**config.mk**
```make
export PLATFORM = sky130hd
export DESIGN_NAME = aud_ring_dma
export DESIGN_NICKNAME = d
export VERILOG_FILES = /design/src/rtl/ardma_pkg.sv /design/src/rtl/ardma_regs.sv /design/src/rtl/ardma_engine.sv /design/src/rtl/aud_ring_dma.sv
export SDC_FILE = /design/constraint.sdc
export NUM_CORES = 1
export LEC_CHECK = 0
export BUFFER_PORTS_ARGS = -buffer_cell sky130_fd_sc_hd__buf_2
export CAP_MARGIN = 20
export CORE_MARGIN = 3
export CORE_UTILIZATION = 57
export CTS_CLUSTER_DIAMETER = 40
export DETAILED_ROUTE_END_ITERATION = 12
export GPL_TIMING_DRIVEN = 0
export PLACE_DENSITY_LB_ADDON = 0.05
export SYNTH_ARGS = -nofsm -noshare
export SYNTH_HDL_FRONTEND = slang
export SYNTH_SLANG_ARGS = --single-unit
export TNS_END_PERCENT = 5
```
**constraint.sdc**
```tcl
create_clock -name clk -period 4 [get_ports clk]
set_input_delay 0.6 -clock clk [delete_from_list [all_inputs] [get_ports clk]]
set_output_delay 0.6 -clock clk [all_outputs]
set_load 0.1 [all_outputs]
```
**src/rtl/ardma_pkg.sv**
```systemverilog
package ardma_pkg;
  localparam int AW       = 32;
  localparam int RING_LEN = 32;
  localparam int IW       = $clog2(RING_LEN);
  localparam int LW       = 16;
  localparam int SW       = 16;
  localparam int FW       = 3;

  typedef enum logic [2:0] {
    A_BASE = 3'd0, A_CIDX = 3'd1, A_LIDX = 3'd2,
    A_CTRL = 3'd3, A_STAT = 3'd4, A_POS  = 3'd5
  } reg_addr_e;

  typedef enum logic [2:0] {
    E_IDLE, E_DW0, E_DW1, E_SREQ, E_SPUSH
  } eng_st_e;

  localparam int C_RUN  = 0;
  localparam int C_RST  = 1;
  localparam int C_LVIE = 2;
  localparam int C_IOCE = 3;

  // flag vector order: [0]=last-valid done, [1]=buffer done, [2]=fifo error
  localparam int F_LVB = 0;
  localparam int F_BC  = 1;
  localparam int F_FE  = 2;

  function automatic logic [AW-1:0] desc_word_addr(logic [AW-1:0] base,
                                                   logic [IW-1:0] idx,
                                                   logic          second);
    return base + {{(AW-IW-3){1'b0}}, idx, 3'b000}
                + {{(AW-3){1'b0}}, second, 2'b00};
  endfunction

  function automatic logic [AW-1:0] sample_addr(logic [AW-1:0] buf_a,
                                                logic [LW-1:0] k);
    return buf_a + {{(AW-LW-1){1'b0}}, k, 1'b0};
  endfunction

  function automatic logic [IW-1:0] ring_next(logic [IW-1:0] i);
    return i + IW'(1);
  endfunction

  function automatic logic [SW-1:0] pick_half(logic [31:0] w, logic hi);
    return hi ? w[31:16] : w[15:0];
  endfunction

  function automatic logic irq_of(logic [FW-1:0] f, logic lvie, logic ioce);
    return (f[F_LVB] & lvie) | (f[F_BC] & ioce) | f[F_FE];
  endfunction
endpackage

```
**src/rtl/ardma_regs.sv**
```systemverilog
module ardma_regs
  import ardma_pkg::*;
(
  input  logic          clk,
  input  logic          rst_n,
  input  logic          wr_en,
  input  logic [2:0]    wr_addr,
  input  logic [31:0]   wr_data,
  input  logic          evt_bc,
  input  logic          evt_lvb,
  input  logic          fifo_err,
  output logic [AW-1:0] base,
  output logic [IW-1:0] lvi,
  output logic [3:0]    ctrl,
  output logic [FW-1:0] flags,
  output logic          srst,
  output logic          irq
);
  logic [FW-1:0] w1c, setv;

  assign srst = ctrl[C_RST];
  assign w1c  = (wr_en && wr_addr == A_STAT) ? wr_data[FW:1] : '0;
  assign setv = {fifo_err, evt_bc, evt_lvb};
  assign irq  = irq_of(flags, ctrl[C_LVIE], ctrl[C_IOCE]);

  always_ff @(posedge clk or negedge rst_n) begin
    if (!rst_n) begin
      base  <= '0;
      lvi   <= '0;
      ctrl  <= '0;
      flags <= '0;
    end else if (srst) begin
      lvi   <= '0;
      ctrl  <= '0;
      flags <= '0;
    end else begin
      if (wr_en && wr_addr == A_BASE) base <= wr_data;
      if (wr_en && wr_addr == A_LIDX) lvi  <= wr_data[IW-1:0];
      if (wr_en && wr_addr == A_CTRL) ctrl <= wr_data[3:0];
      flags <= (flags & ~w1c) | setv;
    end
  end
endmodule

```
**src/rtl/ardma_engine.sv**
```systemverilog
module ardma_engine
  import ardma_pkg::*;
(
  input  logic          clk,
  input  logic          rst_n,
  input  logic          srst,
  input  logic          run,
  input  logic [AW-1:0] base,
  input  logic [IW-1:0] lvi,
  output logic          mem_req,
  output logic [AW-1:0] mem_addr,
  input  logic          mem_ack,
  input  logic [31:0]   mem_rdata,
  output logic          fifo_push,
  output logic [SW-1:0] fifo_data,
  input  logic          fifo_full,
  output logic [IW-1:0] civ,
  output logic [LW-1:0] pos,
  output logic          halted,
  output logic          evt_bc,
  output logic          evt_lvb
);
  eng_st_e       st;
  logic [AW-1:0] buf_a;
  logic [LW-1:0] off;
  logic          ioc;
  logic [SW-1:0] smp;
  logic          len_zero, buf_done, at_last, resume;
  logic          unused_hi;

  assign unused_hi = ^mem_rdata[30:LW];

  always_comb begin
    mem_req   = (st == E_DW0) || (st == E_DW1) || (st == E_SREQ);
    mem_addr  = (st == E_SREQ) ? sample_addr(buf_a, off)
                               : desc_word_addr(base, civ, st == E_DW1);
    fifo_push = (st == E_SPUSH) && !fifo_full;
    fifo_data = smp;
    len_zero  = (st == E_DW1) && mem_ack && (mem_rdata[LW-1:0] == '0);
    buf_done  = (fifo_push && pos == LW'(1)) || len_zero;
    at_last   = (civ == lvi);
    evt_lvb   = buf_done && at_last;
    evt_bc    = buf_done && (len_zero ? mem_rdata[31] : ioc);
    resume    = halted && run && (lvi != civ);
  end

  always_ff @(posedge clk or negedge rst_n) begin
    if (!rst_n) begin
      st <= E_IDLE; civ <= '0; pos <= '0; halted <= 1'b0;
      buf_a <= '0; off <= '0; ioc <= 1'b0; smp <= '0;
    end else if (srst) begin
      st <= E_IDLE; civ <= '0; pos <= '0; halted <= 1'b0;
      buf_a <= '0; off <= '0; ioc <= 1'b0; smp <= '0;
    end else begin
      if (buf_done) begin
        st <= E_IDLE;
        if (at_last) halted <= 1'b1;
        else         civ    <= ring_next(civ);
      end
      unique case (st)
        E_IDLE: begin
          if (resume) begin
            civ    <= ring_next(civ);
            halted <= 1'b0;
            st     <= E_DW0;
          end else if (run && !halted) begin
            st <= (pos != '0) ? E_SREQ : E_DW0;
          end
        end
        E_DW0: if (mem_ack) begin
          buf_a <= mem_rdata;
          st    <= E_DW1;
        end
        E_DW1: if (mem_ack) begin
          ioc <= mem_rdata[31];
          pos <= mem_rdata[LW-1:0];
          off <= '0;
          if (!len_zero) st <= E_SREQ;
        end
        E_SREQ: begin
          if (!run) st <= E_IDLE;
          else if (mem_ack) begin
            smp <= pick_half(mem_rdata, mem_addr[1]);
            st  <= E_SPUSH;
          end
        end
        E_SPUSH: if (!fifo_full) begin
          pos <= pos - LW'(1);
          off <= off + LW'(1);
          if (pos != LW'(1)) st <= E_SREQ;
        end
        default: st <= E_IDLE;
      endcase
    end
  end
endmodule

```
**src/rtl/aud_ring_dma.sv**
```systemverilog
module aud_ring_dma
  import ardma_pkg::*;
(
  input  logic          clk,
  input  logic          rst_n,
  input  logic          wr_en,
  input  logic [2:0]    wr_addr,
  input  logic [31:0]   wr_data,
  input  logic [2:0]    rd_addr,
  output logic [31:0]   rd_data,
  output logic          mem_req,
  output logic [AW-1:0] mem_addr,
  input  logic          mem_ack,
  input  logic [31:0]   mem_rdata,
  output logic          fifo_push,
  output logic [SW-1:0] fifo_data,
  input  logic          fifo_full,
  input  logic          fifo_err,
  output logic          irq
);
  logic [AW-1:0] base;
  logic [IW-1:0] lvi, civ;
  logic [3:0]    ctrl;
  logic [FW-1:0] flags;
  logic [LW-1:0] pos;
  logic          srst, halted, evt_bc, evt_lvb;

  ardma_regs u_regs (
    .clk(clk), .rst_n(rst_n), .wr_en(wr_en), .wr_addr(wr_addr),
    .wr_data(wr_data), .evt_bc(evt_bc), .evt_lvb(evt_lvb),
    .fifo_err(fifo_err), .base(base), .lvi(lvi), .ctrl(ctrl),
    .flags(flags), .srst(srst), .irq(irq)
  );

  ardma_engine u_eng (
    .clk(clk), .rst_n(rst_n), .srst(srst), .run(ctrl[C_RUN]),
    .base(base), .lvi(lvi), .mem_req(mem_req), .mem_addr(mem_addr),
    .mem_ack(mem_ack), .mem_rdata(mem_rdata), .fifo_push(fifo_push),
    .fifo_data(fifo_data), .fifo_full(fifo_full), .civ(civ), .pos(pos),
    .halted(halted), .evt_bc(evt_bc), .evt_lvb(evt_lvb)
  );

  always_comb begin
    case (rd_addr)
      A_BASE:  rd_data = base;
      A_CIDX:  rd_data = {{(32-IW){1'b0}}, civ};
      A_LIDX:  rd_data = {{(32-IW){1'b0}}, lvi};
      A_CTRL:  rd_data = {28'd0, ctrl};
      A_STAT:  rd_data = {{(31-FW){1'b0}}, flags, halted};
      A_POS:   rd_data = {{(32-LW){1'b0}}, pos};
      default: rd_data = '0;
    endcase
  end
endmodule

```
==> flow_summary.json <==
{
  "yosysUniqueCellTypes": 65,
  "drt_iter0_markers": 986,
  "slew_viol_final": 0,
  "crit_chain": "buf_6, nor2b_1, nor2b_4, ha_4, fa_2, a21o_1, a221oi_4, nor2b_4, nand2_4, nor2_1, xnor2_1, mux2i_2, buf_6",
  "startpoint_type": "flip-flop",
  "ff_latch_area_um2": 3350,
  "ant_nets": 0,
  "skew_ps": 10.9,
  "hold_class": "in -> async",
  "globalRouteMet2Util_pct": 48.5,
  "cp.arrival_ps": 3320,
  "wl_per_cell_um": 20.1,
  "cp_max_fo": 10,
  "insertion_delay_ps": 430,
  "dpl_worst_slack_ps": -321,
  "tns_ps": 0,
  "drive_above_1_share_pct": 22.0,
  "path_class": "reg -> out",
  "hold_viol_final": 0,
  "netlist_area_um2": 8880,
  "grt.busiest_layer": "met2",
  "min_period_ps": 3920,
  "met3_usage_pct": 9.35,
  "clock_path_buffers": 2,
  "synthCells": 1031,
  "drc_errors": 0,
  "dp_hpwl_um": 20900,
  "fin_nets": 1317,
  "start_util_pct": 58.4,
  "coreArea_um2": 15200,
  "critPathTopFamily": "compound AO/OA/AOI/OAI gates",
  "finalCritPeriodShare_pct": 98.0,
  "grt_max_degree": 97,
  "rsz0062_at_grt": "true",
  "cts_sinks": 134,
  "rrSetupSlack_ps": 1330,
  "via_per_inst": 6.16,
  "fin_ws_ps": 81.6,
  "die_h_um": 131,
  "pin_count": 159,
  "post-route-util_pct": 71.8,
  "r2r_end": "u_eng.fifo_data[6]",
  "crit_slowest_cell": "dfrtp_1",
  "required_ps": 3400,
  "path_buf_inv": 2,
  "r2r_cells": 6,
  "n_fill_cell": 1219,
  "synth.net_count": 1136,
  "relSlewSlack_pct": 28.5,
  "antenna_cells": 0,
  "grt-ovfl-total": 0,
  "peakVddDrop_mv": 0.641,
  "timing.fmax_mhz": 255,
  "r2r-start": "u_eng.st[0]",
  "p_leak_nw": 4.96,
  "crit_path_end_kind": "primary output",
  "first_pass_iters": 6,
  "path_clk_slew_ps": 70,
  "gp_congestion": 0.943,
  "grt_usage_pct": 32.7,
  "setup_violations": 0,
  "dominantRegCellSynth": "dfrtp_1",
  "core.rowCount": 45,
  "via_count": 8704,
  "status": "complete, no violations",
  "area_growth_pct": 22.8,
  "multi_input_area_um2": 5440,
  "htreeDepth": 4,
  "syn_avg_cell_area_um2": 8.62,
  "io_buffers": 157,
  "ys_seq_area_share_pct": 37.7,
  "p_per_area_nw_per_um2": 794,
  "max_cap_violations": 0,
  "yosys_warnings": 0,
  "ys_seq_elements": 134,
  "gr-usage-met1_pct": 45.9,
  "antenna_found_initial": 0,
  "grt_pass1_wl_um": 42600,
  "tightestPinTransition_ps": 1060,
  "tritoncts": "yes",
  "async_flop_share_pct": 100,
  "root_buffer": "clkbuf_16",
  "grt_pass1_vias": 7749,
  "chipWidth_um": 131,
  "cts_buffers": 17,
  "synth_edf_count": 0,
  "cp_slowest_stage_delay_ps": 410,
  "die_area_um2": 17100,
  "wirelength_um": 28400
}
layout make-up:
cell class                 count  share of cell area (%)
clock buffer                  19                    4.06
tap                          188                    2.16
multi-input combinational    829                    49.8
clock inverter                13                    1.55
timing repair buffer         162                    9.24
buffer                        55                    2.02
sequential                   134                    30.7
inverter                      13                   0.447
placed cells by master (no fill, tap or decap), types with 4 or more instances in the layout:
cell type,netlist,routed
o21ai_1,3,6
a31oi_1,6,6
nand4_1,15,15
inv_1,13,13
nor2b_1,8,6
clkbuf_1,51,51
nand2_1,134,133
a21oi_1,96,93
and3_1,18,18
inv_6,0,4
nand3b_1,4,4
ha_1,27,26
nand3_1,23,22
mux2i_1,38,36
clkbuf_16,0,17
and2_1,21,21
xnor2_1,45,43
o31ai_1,4,4
buf_6,0,14
nor3b_1,5,5
buf_2,3,135
buf_4,1,8
a211oi_1,22,21
xor2_1,22,22
dfrtp_1,134,133
a22oi_1,15,15
mux2_2,32,32
o21ai_0,68,62
nand2b_1,13,13
nor3_1,20,20
a21o_1,12,12
buf_12,0,4
nor4_1,13,13
nor2_1,114,114
cell families (layout without fill, tap and decap cells):
logic type      Yosys count  in the layout  share of synthesized area, %
buf+inv                  69            262                          3.00
compound gates          253            254                          17.3
fa+ha+maj                29             29                          4.25
flops                   134            134                          37.7
simple gates            406            406                          22.0
mux                      73             73                          9.10
xor+xnor                 67             67                          6.60
per-layer routing:
layer  part of all wire (%)  wire, um
met1                     42     12000
met2                     45     12700
met3                     10      2890
met4                    2.8       785
met5                      0         0
registers in the layout (all words and copies together) (netlist names):
name,count
u_eng.buf_a,32
u_eng.civ,5
u_eng.fifo_data,16
u_eng.halted,1
u_eng.ioc,1
u_eng.off,16
u_eng.pos,16
u_eng.st,3
u_regs.base,32
u_regs.ctrl,4
u_regs.flags,3
u_regs.lvi,5
worst max-delay path by stage:
stage / startpoint / cells past startpoint / endpoint / slack (ps)
2_1_floorplan: u_eng.st[1] / 11 / mem_addr[20] / -580
4_1_cts: u_eng.st[1] / 13 / mem_addr[18] / 2
5_1_grt: u_eng.st[1] / 13 / mem_addr[28] / -50
6_report: u_eng.st[1] / 13 / mem_addr[28] / 80
3_3_place_gp: u_eng.st[1] / 13 / mem_addr[28] / -300
3_5_place_dp: u_eng.st[1] / 13 / mem_addr[28] / -320
power breakdown:
| part | total, mW | internal, mW | switching, mW |
|---|---|---|---|
| Combinational | 4.65 | 1.22 | 3.43 |
| Clock | 1.65 | 1.00 | 0.644 |
| Sequential | 2.36 | 1.78 | 0.579 |
repair_timing:
action,in CTS,in global routing
resized for setup,31,49
cloned,0,1
endpoints found under the setup margin,24,24
hold buffers,0,0
buffers inserted,1,3
pin swaps,1,12
synthesized netlist by cell type (3+ instances only):
master / count / area share [%]
a211oi_1: 22 / 1.9
a21boi_0: 4 / 0.34
a21o_1: 12 / 1.0
a21oi_1: 96 / 5.4
a22oi_1: 15 / 1.3
a31oi_1: 6 / 0.42
and2_1: 21 / 1.5
and3_1: 18 / 1.3
buf_2: 3 / 0.17
clkbuf_1: 51 / 2.2
dfrtp_1: 134 / 38
ha_1: 27 / 3.8
inv_1: 13 / 0.55
mux2_2: 32 / 4.1
mux2i_1: 38 / 4.3
nand2_1: 134 / 5.7
nand2b_1: 13 / 0.92
nand3_1: 23 / 1.3
nand3b_1: 4 / 0.34
nand4_1: 15 / 1.1
nor2_1: 114 / 4.8
nor2b_1: 8 / 0.56
nor3_1: 20 / 1.1
nor3b_1: 5 / 0.42
nor4_1: 13 / 0.92
o211ai_1: 3 / 0.25
o21ai_0: 68 / 3.8
o21ai_1: 3 / 0.17
o31ai_1: 4 / 0.34
or2_2: 3 / 0.21
xnor2_1: 45 / 4.4
xor2_1: 22 / 2.2
per-stage QoR:
step	cell area (um2)	power, mW	hold WS [ps]	instances
finish	10900	8.66	73.3	1413
global route	10900	9.05	98.8	1413
CTS	10700	8.46	78.9	1410
detailed placement	9960	6.70	515	1377
global placement	9930	6.66	511	1376
floorplan	8900	5.74	304	1031
Power figures use the tool's default switching activity.
